### src/rtl/burst_colgen_pkg.sv
package burst_colgen_pkg;

   localparam int unsigned LEN_CODE_W    = 3;
   localparam int unsigned MAX_FIXED_LOG = 3;

   typedef enum logic [LEN_CODE_W-1:0] {
      LEN_1    = 3'b000,
      LEN_2    = 3'b001,
      LEN_4    = 3'b010,
      LEN_8    = 3'b011,
      LEN_PAGE = 3'b111
   } len_code_e;

   // Fixed lengths occupy the codes with a clear top bit; their two low
   // bits are log2 of the beat count.
   function automatic logic code_is_fixed(input logic [LEN_CODE_W-1:0] c);
      return (c[LEN_CODE_W-1] == 1'b0);
   endfunction

   function automatic logic code_is_page(input logic [LEN_CODE_W-1:0] c);
      return (c == LEN_PAGE);
   endfunction

endpackage

### src/rtl/burst_len_decode.sv
module burst_len_decode
   import burst_colgen_pkg::*;
#(
   parameter int unsigned COL_W          = 9,
   parameter bit          HAS_INTERLEAVE = 1'b1
) (
   input  logic [LEN_CODE_W-1:0] code_i,
   input  logic                  interleave_i,
   output logic                  legal_o,
   output logic                  page_o,
   output logic [COL_W-1:0]      mask_o
);

   localparam int unsigned LOG_W = 2;

   logic [LOG_W-1:0] log_len;
   logic             fixed;
   logic             order_ok;

   assign fixed   = code_is_fixed(code_i);
   assign page_o  = code_is_page(code_i);
   assign log_len = code_i[LOG_W-1:0];

   // Interleaved order needs an aligned power-of-two block, so it pairs
   // only with fixed lengths, and only when the variant carries it.
   generate
      if (HAS_INTERLEAVE) begin : g_order_full
         assign order_ok = !(interleave_i && page_o);
      end else begin : g_order_seq_only
         assign order_ok = !interleave_i;
      end
   endgenerate

   assign legal_o = (fixed || page_o) && order_ok;

   // Bit gi is a wrapping bit when gi < log2(length); a page burst wraps
   // through every bit.
   for (genvar gi = 0; gi < COL_W; gi++) begin : g_mask
      if (gi < MAX_FIXED_LOG) begin : g_low
         assign mask_o[gi] = page_o | (32'(log_len) > 32'(gi));
      end else begin : g_high
         assign mask_o[gi] = page_o;
      end
   end

endmodule

### src/rtl/burst_beat_seq.sv
module burst_beat_seq #(
   parameter int unsigned COL_W = 9
) (
   input  logic             clk,
   input  logic             rst_n,
   input  logic             start_i,
   input  logic             term_i,
   input  logic             legal_i,
   input  logic             page_i,
   input  logic             interleave_i,
   input  logic [COL_W-1:0] mask_i,
   input  logic [COL_W-1:0] col_i,
   output logic             active_o,
   output logic             final_o,
   output logic             err_o,
   output logic             inter_o,
   output logic [COL_W-1:0] base_o,
   output logic [COL_W-1:0] beat_o,
   output logic [COL_W-1:0] mask_o
);

   logic             active_q;
   logic             err_q;
   logic             page_q;
   logic             inter_q;
   logic [COL_W-1:0] base_q;
   logic [COL_W-1:0] beat_q;
   logic [COL_W-1:0] mask_q;
   logic             final_beat;

   // A fixed burst ends when the beat count reaches length-1, which is the
   // mask value; a page burst has no natural end.
   assign final_beat = active_q && !page_q && (beat_q == mask_q);

   always_ff @(posedge clk) begin
      if (!rst_n) begin
         active_q <= 1'b0;
         err_q    <= 1'b0;
         page_q   <= 1'b0;
         inter_q  <= 1'b0;
         base_q   <= '0;
         beat_q   <= '0;
         mask_q   <= '0;
      end else begin
         err_q <= 1'b0;
         if (start_i) begin
            if (legal_i) begin
               active_q <= 1'b1;
               beat_q   <= '0;
               base_q   <= col_i;
               mask_q   <= mask_i;
               page_q   <= page_i;
               inter_q  <= interleave_i;
            end else begin
               active_q <= 1'b0;
               err_q    <= 1'b1;
            end
         end else if (active_q) begin
            if (term_i || final_beat) begin
               active_q <= 1'b0;
            end else begin
               beat_q <= beat_q + 1'b1;
            end
         end
      end
   end

   assign active_o = active_q;
   assign final_o  = final_beat;
   assign err_o    = err_q;
   assign inter_o  = inter_q;
   assign base_o   = base_q;
   assign beat_o   = beat_q;
   assign mask_o   = mask_q;

endmodule

### src/rtl/burst_addr_gen.sv
module burst_addr_gen #(
   parameter int unsigned COL_W          = 9,
   parameter bit          HAS_INTERLEAVE = 1'b1
) (
   input  logic [COL_W-1:0] base_i,
   input  logic [COL_W-1:0] beat_i,
   input  logic [COL_W-1:0] mask_i,
   input  logic             inter_i,
   output logic [COL_W-1:0] col_o
);

   logic [COL_W-1:0] sum;

   // Full-width add; bits outside the mask are replaced by the base, so
   // carries out of the block never reach the output.
   assign sum = base_i + beat_i;

   for (genvar gi = 0; gi < COL_W; gi++) begin : g_bit
      if (HAS_INTERLEAVE) begin : g_two_orders
         assign col_o[gi] = !mask_i[gi] ? base_i[gi] :
                            inter_i     ? (base_i[gi] ^ beat_i[gi]) :
                                          sum[gi];
      end else begin : g_seq_only
         assign col_o[gi] = mask_i[gi] ? sum[gi] : base_i[gi];
      end
   end

endmodule

### src/rtl/burst_colgen.sv
module burst_colgen
   import burst_colgen_pkg::*;
#(
   parameter int unsigned COL_W          = 9,
   parameter bit          HAS_INTERLEAVE = 1'b1
) (
   input  logic                  clk,
   input  logic                  rst_n,
   input  logic                  start_i,
   input  logic [LEN_CODE_W-1:0] len_code_i,
   input  logic                  interleave_i,
   input  logic [COL_W-1:0]      col_i,
   input  logic                  term_i,
   output logic [COL_W-1:0]      col_o,
   output logic                  valid_o,
   output logic                  last_o,
   output logic                  error_o
);

   generate
      if (COL_W < MAX_FIXED_LOG + 1) begin : g_bad_width
         $error("burst_colgen: COL_W must exceed the largest fixed block");
      end
      if (COL_W > 16) begin : g_too_wide
         $error("burst_colgen: COL_W above 16 is not supported");
      end
   endgenerate

   logic             dec_legal;
   logic             dec_page;
   logic [COL_W-1:0] dec_mask;
   logic             seq_active;
   logic             seq_final;
   logic             seq_err;
   logic             seq_inter;
   logic [COL_W-1:0] seq_base;
   logic [COL_W-1:0] seq_beat;
   logic [COL_W-1:0] seq_mask;

   burst_len_decode #(
      .COL_W          (COL_W),
      .HAS_INTERLEAVE (HAS_INTERLEAVE)
   ) u_decode (
      .code_i       (len_code_i),
      .interleave_i (interleave_i),
      .legal_o      (dec_legal),
      .page_o       (dec_page),
      .mask_o       (dec_mask)
   );

   burst_beat_seq #(
      .COL_W (COL_W)
   ) u_seq (
      .clk          (clk),
      .rst_n        (rst_n),
      .start_i      (start_i),
      .term_i       (term_i),
      .legal_i      (dec_legal),
      .page_i       (dec_page),
      .interleave_i (interleave_i),
      .mask_i       (dec_mask),
      .col_i        (col_i),
      .active_o     (seq_active),
      .final_o      (seq_final),
      .err_o        (seq_err),
      .inter_o      (seq_inter),
      .base_o       (seq_base),
      .beat_o       (seq_beat),
      .mask_o       (seq_mask)
   );

   burst_addr_gen #(
      .COL_W          (COL_W),
      .HAS_INTERLEAVE (HAS_INTERLEAVE)
   ) u_addr (
      .base_i  (seq_base),
      .beat_i  (seq_beat),
      .mask_i  (seq_mask),
      .inter_i (seq_inter),
      .col_o   (col_o)
   );

   assign valid_o = seq_active;
   assign last_o  = seq_final;
   assign error_o = seq_err;

endmodule

### config.mk
export PLATFORM = sky130hd
export DESIGN_NAME = burst_colgen
export DESIGN_NICKNAME = d
export VERILOG_FILES = /design/src/rtl/burst_colgen_pkg.sv /design/src/rtl/burst_len_decode.sv /design/src/rtl/burst_beat_seq.sv /design/src/rtl/burst_addr_gen.sv /design/src/rtl/burst_colgen.sv
export SDC_FILE = /design/constraint.sdc
export NUM_CORES = 1
export LEC_CHECK = 0
export ABC_AREA = 1
export ABC_CLOCK_PERIOD_IN_PS = 3500
export BUFFER_PORTS_ARGS = -buffer_cell sky130_fd_sc_hd__buf_2
export CAP_MARGIN = 20
export CORE_UTILIZATION = 30
export DETAILED_ROUTE_END_ITERATION = 10
export GPL_TIMING_DRIVEN = 1
export MAX_ROUTING_LAYER = met4
export PLACE_DENSITY = 0.52
export SLEW_MARGIN = 30
export SYNTH_ARGS = -nofsm -noshare
export SYNTH_HDL_FRONTEND = slang
export SYNTH_SLANG_ARGS = --single-unit
### constraint.sdc
create_clock -name clk -period 3.5 [get_ports clk]
set_input_delay 0.175 -clock clk [delete_from_list [all_inputs] [get_ports clk]]
set_output_delay 0.175 -clock clk [all_outputs]
set_load 0.02 [all_outputs]
# After elaboration in Yosys (flattened, before gate mapping)
# Index checks and enable logic that the tools add are counted.
[classes]
div_mod_pow = 0
n_mul = 0
addsub = 2
eq_ne = 4
magnitude_cmp = 3
n_mux = 27
shifts = 0
bitwise_logic = 13
reduce_logical = 12
[ops]
columns = ["cell", "n"]
rows = [
  ["$mux 9", 4],
  ["$mux 1", 23],
  ["$add 9x1->9 const B", 1],
  ["$add 9x9->9", 1],
  ["$eq 9x9->1", 1],
  ["$xor 1x1->1", 9],
  ["$gt 2x1->1 const B", 2],
  ["$logic_and 1x1->1", 4],
  ["$reduce_and 2->1", 2],
  ["$eq 3x3->1 const B", 1],
  ["$or 1x1->1", 3],
  ["$reduce_and 3->1", 1],
  ["$gt 2x2->1 const B", 1],
  ["$logic_not 1->1", 2],
  ["$logic_or 1x1->1", 2],
  ["$ne 2x1->1 const B", 1],
  ["$ne 2x2->1 const B", 1],
  ["$reduce_bool 2->1", 1],
  ["$not 1->1", 1],
]
[word_totals]
ramBits = 0
n_memories = 0
mem_bits_ro = 0
out_inout_bits = 12
register_bits = 26
latchBits = 0
wordCells = 68

# Logic depth before layout (Yosys ltp)
[logic_depth]
word_depth = 7
ltp_mapped = 11

# Cells and area by module
# Synthesis repeated with hierarchy kept, for this count alone.
[unflattened]
cells_unflattened = 317
area_unflattened_um2 = 2019.4
[modules_own_cells]
columns = ["mod", "area_each_um2", "cells_per_inst", "seq_area_each_um2", "instances"]
rows = [
  ["burst_beat_seq", 1426.4, 207, 620.6, 1],
  ["burst_addr_gen", 508.0, 95, 0.0, 1],
  ["burst_len_decode", 85.1, 15, 0.0, 1],
]

# Worst setup path after synthesis
# Ideal clock, no wire load.
[synth_timing]
path_kind = "register to output"
startpoint = "reg u_seq.beat_q[0] (netlist: u_seq.beat_o[0])"
endpoint = "out col_o[4]"
required_ns = 3.325
path_slack_ns = 1.627
t_arrival_ns = 1.698
path_buffers = 0
path_stages_with_launch = 8
cell_sequence = "dfxtp_1 > ha_1 > fa_1 > nand3_1 > nand2_1 > nand2_1 > xor2_1 > o21ai_0"
[synth_between]
elab_chain_len = 3
[synth_lines]
columns = ["item", "line_no", "rtl"]
rows = [
  ["start: declaration", "burst_beat_seq.sv:27", "logic [COL_W-1:0] beat_q;"],
  ["start signal: assignment", "burst_beat_seq.sv:62", "beat_q <= beat_q + 1'b1;"],
  ["$add 9x9->9", "burst_addr_gen.sv:16", "assign sum = base_i + beat_i;"],
  ["$mux 1", "burst_addr_gen.sv:21", "inter_i ? (base_i[gi] ^ beat_i[gi]) :"],
  ["$mux 1", "burst_addr_gen.sv:20", "assign col_o[gi] = !mask_i[gi] ? base_i[gi] :"],
  ["end: declaration", "burst_colgen.sv:14", "output logic [COL_W-1:0] col_o,"],
]
# No other way between the ends.

# Worst setup path in the final report
[layout_timing]
startpoint = "reg u_seq.beat_q[0] (netlist: u_seq.beat_o[0])"
endpoint = "out col_o[6]"
# The elaborated chain is that of the path after synthesis.

==> metrics.md <==
| Metric | Value |
|---|---|
| Post-synthesis sequential area ratio | `28.47%` |
| Worst skew pair latency | `0.27 ns` |
| Worst-path fanout max | `6` |
| Most frequent cells in the layout | `nand2_1, nor2_1, inv_1, buf_2, dfxtp_1` |
| Fill cells | `629` |
| LEAKAGE | `0.9690 nW` |
| Post-synthesis async set-or-reset flop share | `0%` |
| Delay-heaviest family, CP | `adder cells` |
| Placed Cells | `365` |
| Cell Count, Final, Fillers Out | `369` |
| CTS Sinks | `25` |
| Die height | `78.55 um` |
| Register area | `500.5 um^2` |
| Post-CTS Setup Inserts | `0` |
| Worst slack, placed | `1.533 ns` |
| Post_cts resized | `0` |
| Clk Tree Root Cell | `clkbuf_8` |
| Synth Register Bits | `25` |
| Worst-Margin Slew | `0.5010 ns` |
| Pre-antenna DRT Iters | `4` |
| Starting density of the core | `31.54%` |
| Cell area power density | `308.0 nW/um^2` |
| Met1 WL | `2152 um` |
| Routed via count | `1724` |
| Critical path data required time | `3.32 ns` |
| Hold Slack | `0.1485 ns` |
| Clock transition at the registers of the reported paths | `0.10 ns` |
| GPL Wtd Cong | `0.8374` |
| Setup TNS | `0 ns` |
| PnR worst setup slack | `1.237 ns` |
| Die width | `78.55 um` |
| Buf/Inv on CP | `1` |
| Crit-path cells | `ha_1 > fa_1 > nand3_1 > nand2_1 > a21oi_1 > nor2_1 > nand2_1 > nand3_1 > nand2_1 > buf_2` |
| Post-synth EDFFs | `0` |
| Layout cells sized above 1 | `16.50%` |
| Pwr Total | `612.0 uW` |
| Fin util | `35.65%` |
| Post-route cell area | `1987 um^2` |
| Crit. path cell count | `10` |
| HPWL after DPL | `3410 um` |
| Max Buffers Root-to-Sink | `2` |
| WL met3 | `169 um` |
| HP Class | `in2reg` |
| DRT iter0 DRCs | `83` |
| Overflow after GRT | `0` |
| Die area | `6170 um^2` |
| Initial antenna violation count | `0` |
| Status | `finished clean` |
| CTS tree | `done` |
| Synthesized instance count | `272` |
| DR DRC count | `0` |
| Antenna diode count | `0` |
| Core area | `5574 um^2` |
| Max Slew Vio Count | `0` |
| Area occupied by multi-input gates | `1091 um^2` |
| Max stage delay cell, worst path | `fa_1` |
| Post-CTS Hold Buffers | `0` |
| Commonest non-fill, non-tap cell in the layout | `nand2_1` |
| R2R cell count | `9` |
| Period utilization | `64.65%` |
| Vias in the first global route | `1657` |
| RSZ-0062 raised after global routing | `no` |
| Drt wl/cell | `12.47 um` |
| Post-synth top flop | `dfxtp_1` |
| Setup Viol. Count Final | `0` |
| Clock skew | `0.008267 ns` |
| Area grow syn2layout | `13.03%` |
| Tot GR Track Use | `16.99%` |
| Slew margin rel. | `66.56%` |
| Row cnt | `27` |
| Cell Area, Placed | `1942 um^2` |
| Synthesized area per cell | `6.463 um^2` |
| Final Hold Viols | `0` |
| Crit path time final | `2.263 ns` |
| Top Layer Used | `met4` |
| First-pass GRT wire length | `7997 um` |
| WP data arrival | `2.09 ns` |
| Drt via density | `4.672` |
| Syn Nets | `299` |
| Largest net degree at the start of global routing | `28` |
| H-tree Lvls | `1` |
| Hold Path Stages | `3` |
| Largest stage delay, worst path | `0.41 ns` |
| Yosys warning total | `0` |
| Nets | `325` |
| IO Pins | `29` |
| Met2 routed WL | `2264 um` |
| Count of cell types in the netlist | `30` |
| Most used cell, CP | `nand2_1` |
| Max_cap viols | `0` |
| Worst Setup Start Kind | `register` |
| Post-DRT Antenna Nets | `0` |
| VDD IR max | `144.7 uV` |
| Total CTS buffers | `3` |
| Buffers on Ports | `28` |
| Achievable Freq | `441.9 MHz` |
| CP Capture Type | `output pin` |
| Worst setup path class | `reg2out` |
| Overall routed net length | `4602 um` |
| Mapped Area | `1758 um^2` |
## path summary, 6_finish.rpt
check / slack (ns) / endpoint / start
max: 1.24 / col_o[6] / u_seq.beat_o[0]
min: 0.15 / u_seq.base_o[6] / col_i[6]
max reg2reg: 1.93 / u_seq.beat_o[6] / u_seq.beat_o[1]
min reg2reg: 0.48 / u_seq.base_o[8] / u_seq.base_o[8]
## per-layer routing
| metal | vias to the layer above | GRT usage [%] |
|---|---|---|
| li1 | 925 | - |
| met3 | 2 | 2.558 |
| met1 | 770 | 20.36 |
| met4 | 0 | 2.778 |
| met5 | - | - |
| met2 | 27 | 30.26 |
## cells in the mapped netlist (all sizes together), types with 3 or more instances
cell | number | area share, %
nand4 | 4 | 1.4
buf | 5 | 2.1
nor2 | 34 | 8.3
inv | 32 | 6.8
ha | 9 | 6.4
dfxtp | 25 | 28
xor2 | 3 | 1.5
nand3 | 24 | 7.5
o21ai | 18 | 5.3
a21oi | 20 | 5.9
nand2 | 87 | 21
## report_power, final
group | switching (mW) | internal, mW | total [mW] | leakage [nW]
clock network | 0.0992 | 0.0816 | 0.181 | 0.0228
logic | 0.0786 | 0.0421 | 0.121 | 0.742
registers | 0.0133 | 0.297 | 0.311 | 0.205
## state kept, by name, summed over array words and instances (netlist names)
| name | flops |
|---|---|
| u_seq.err_o | 1 |
| u_seq.base_o | 9 |
| u_seq.mask_o | 4 |
| u_seq.active_o | 1 |
| u_seq.inter_o | 1 |
| u_seq.beat_o | 9 |
## final cells by class
class / count / area share [%]
clock buffers: 4 / 2.267
inverters: 32 / 6.045
multi-input cells: 208 / 54.91
flip-flops and latches: 25 / 25.19
well taps: 72 / 4.534
repair buffers: 28 / 7.053
## cells by family (layout without fill, tap and decap cells)
logic type      after synthesis  count (layout)  synth area share (%)
simple gates                153             153                 39.79
flops                        25              25                 28.47
compound gates               42              42                 13.24
xor+xnor                      3               3                 1.495
fa+ha+maj                    10              10                 7.545
buf+inv                      39              64                 9.465
## tightest hold or removal path, cell delays in order
cell	delay [ns]
buf_2	0.07
o21ai_0	0.07
nor2_1	0.08
(Power assumes the default switching activity.)
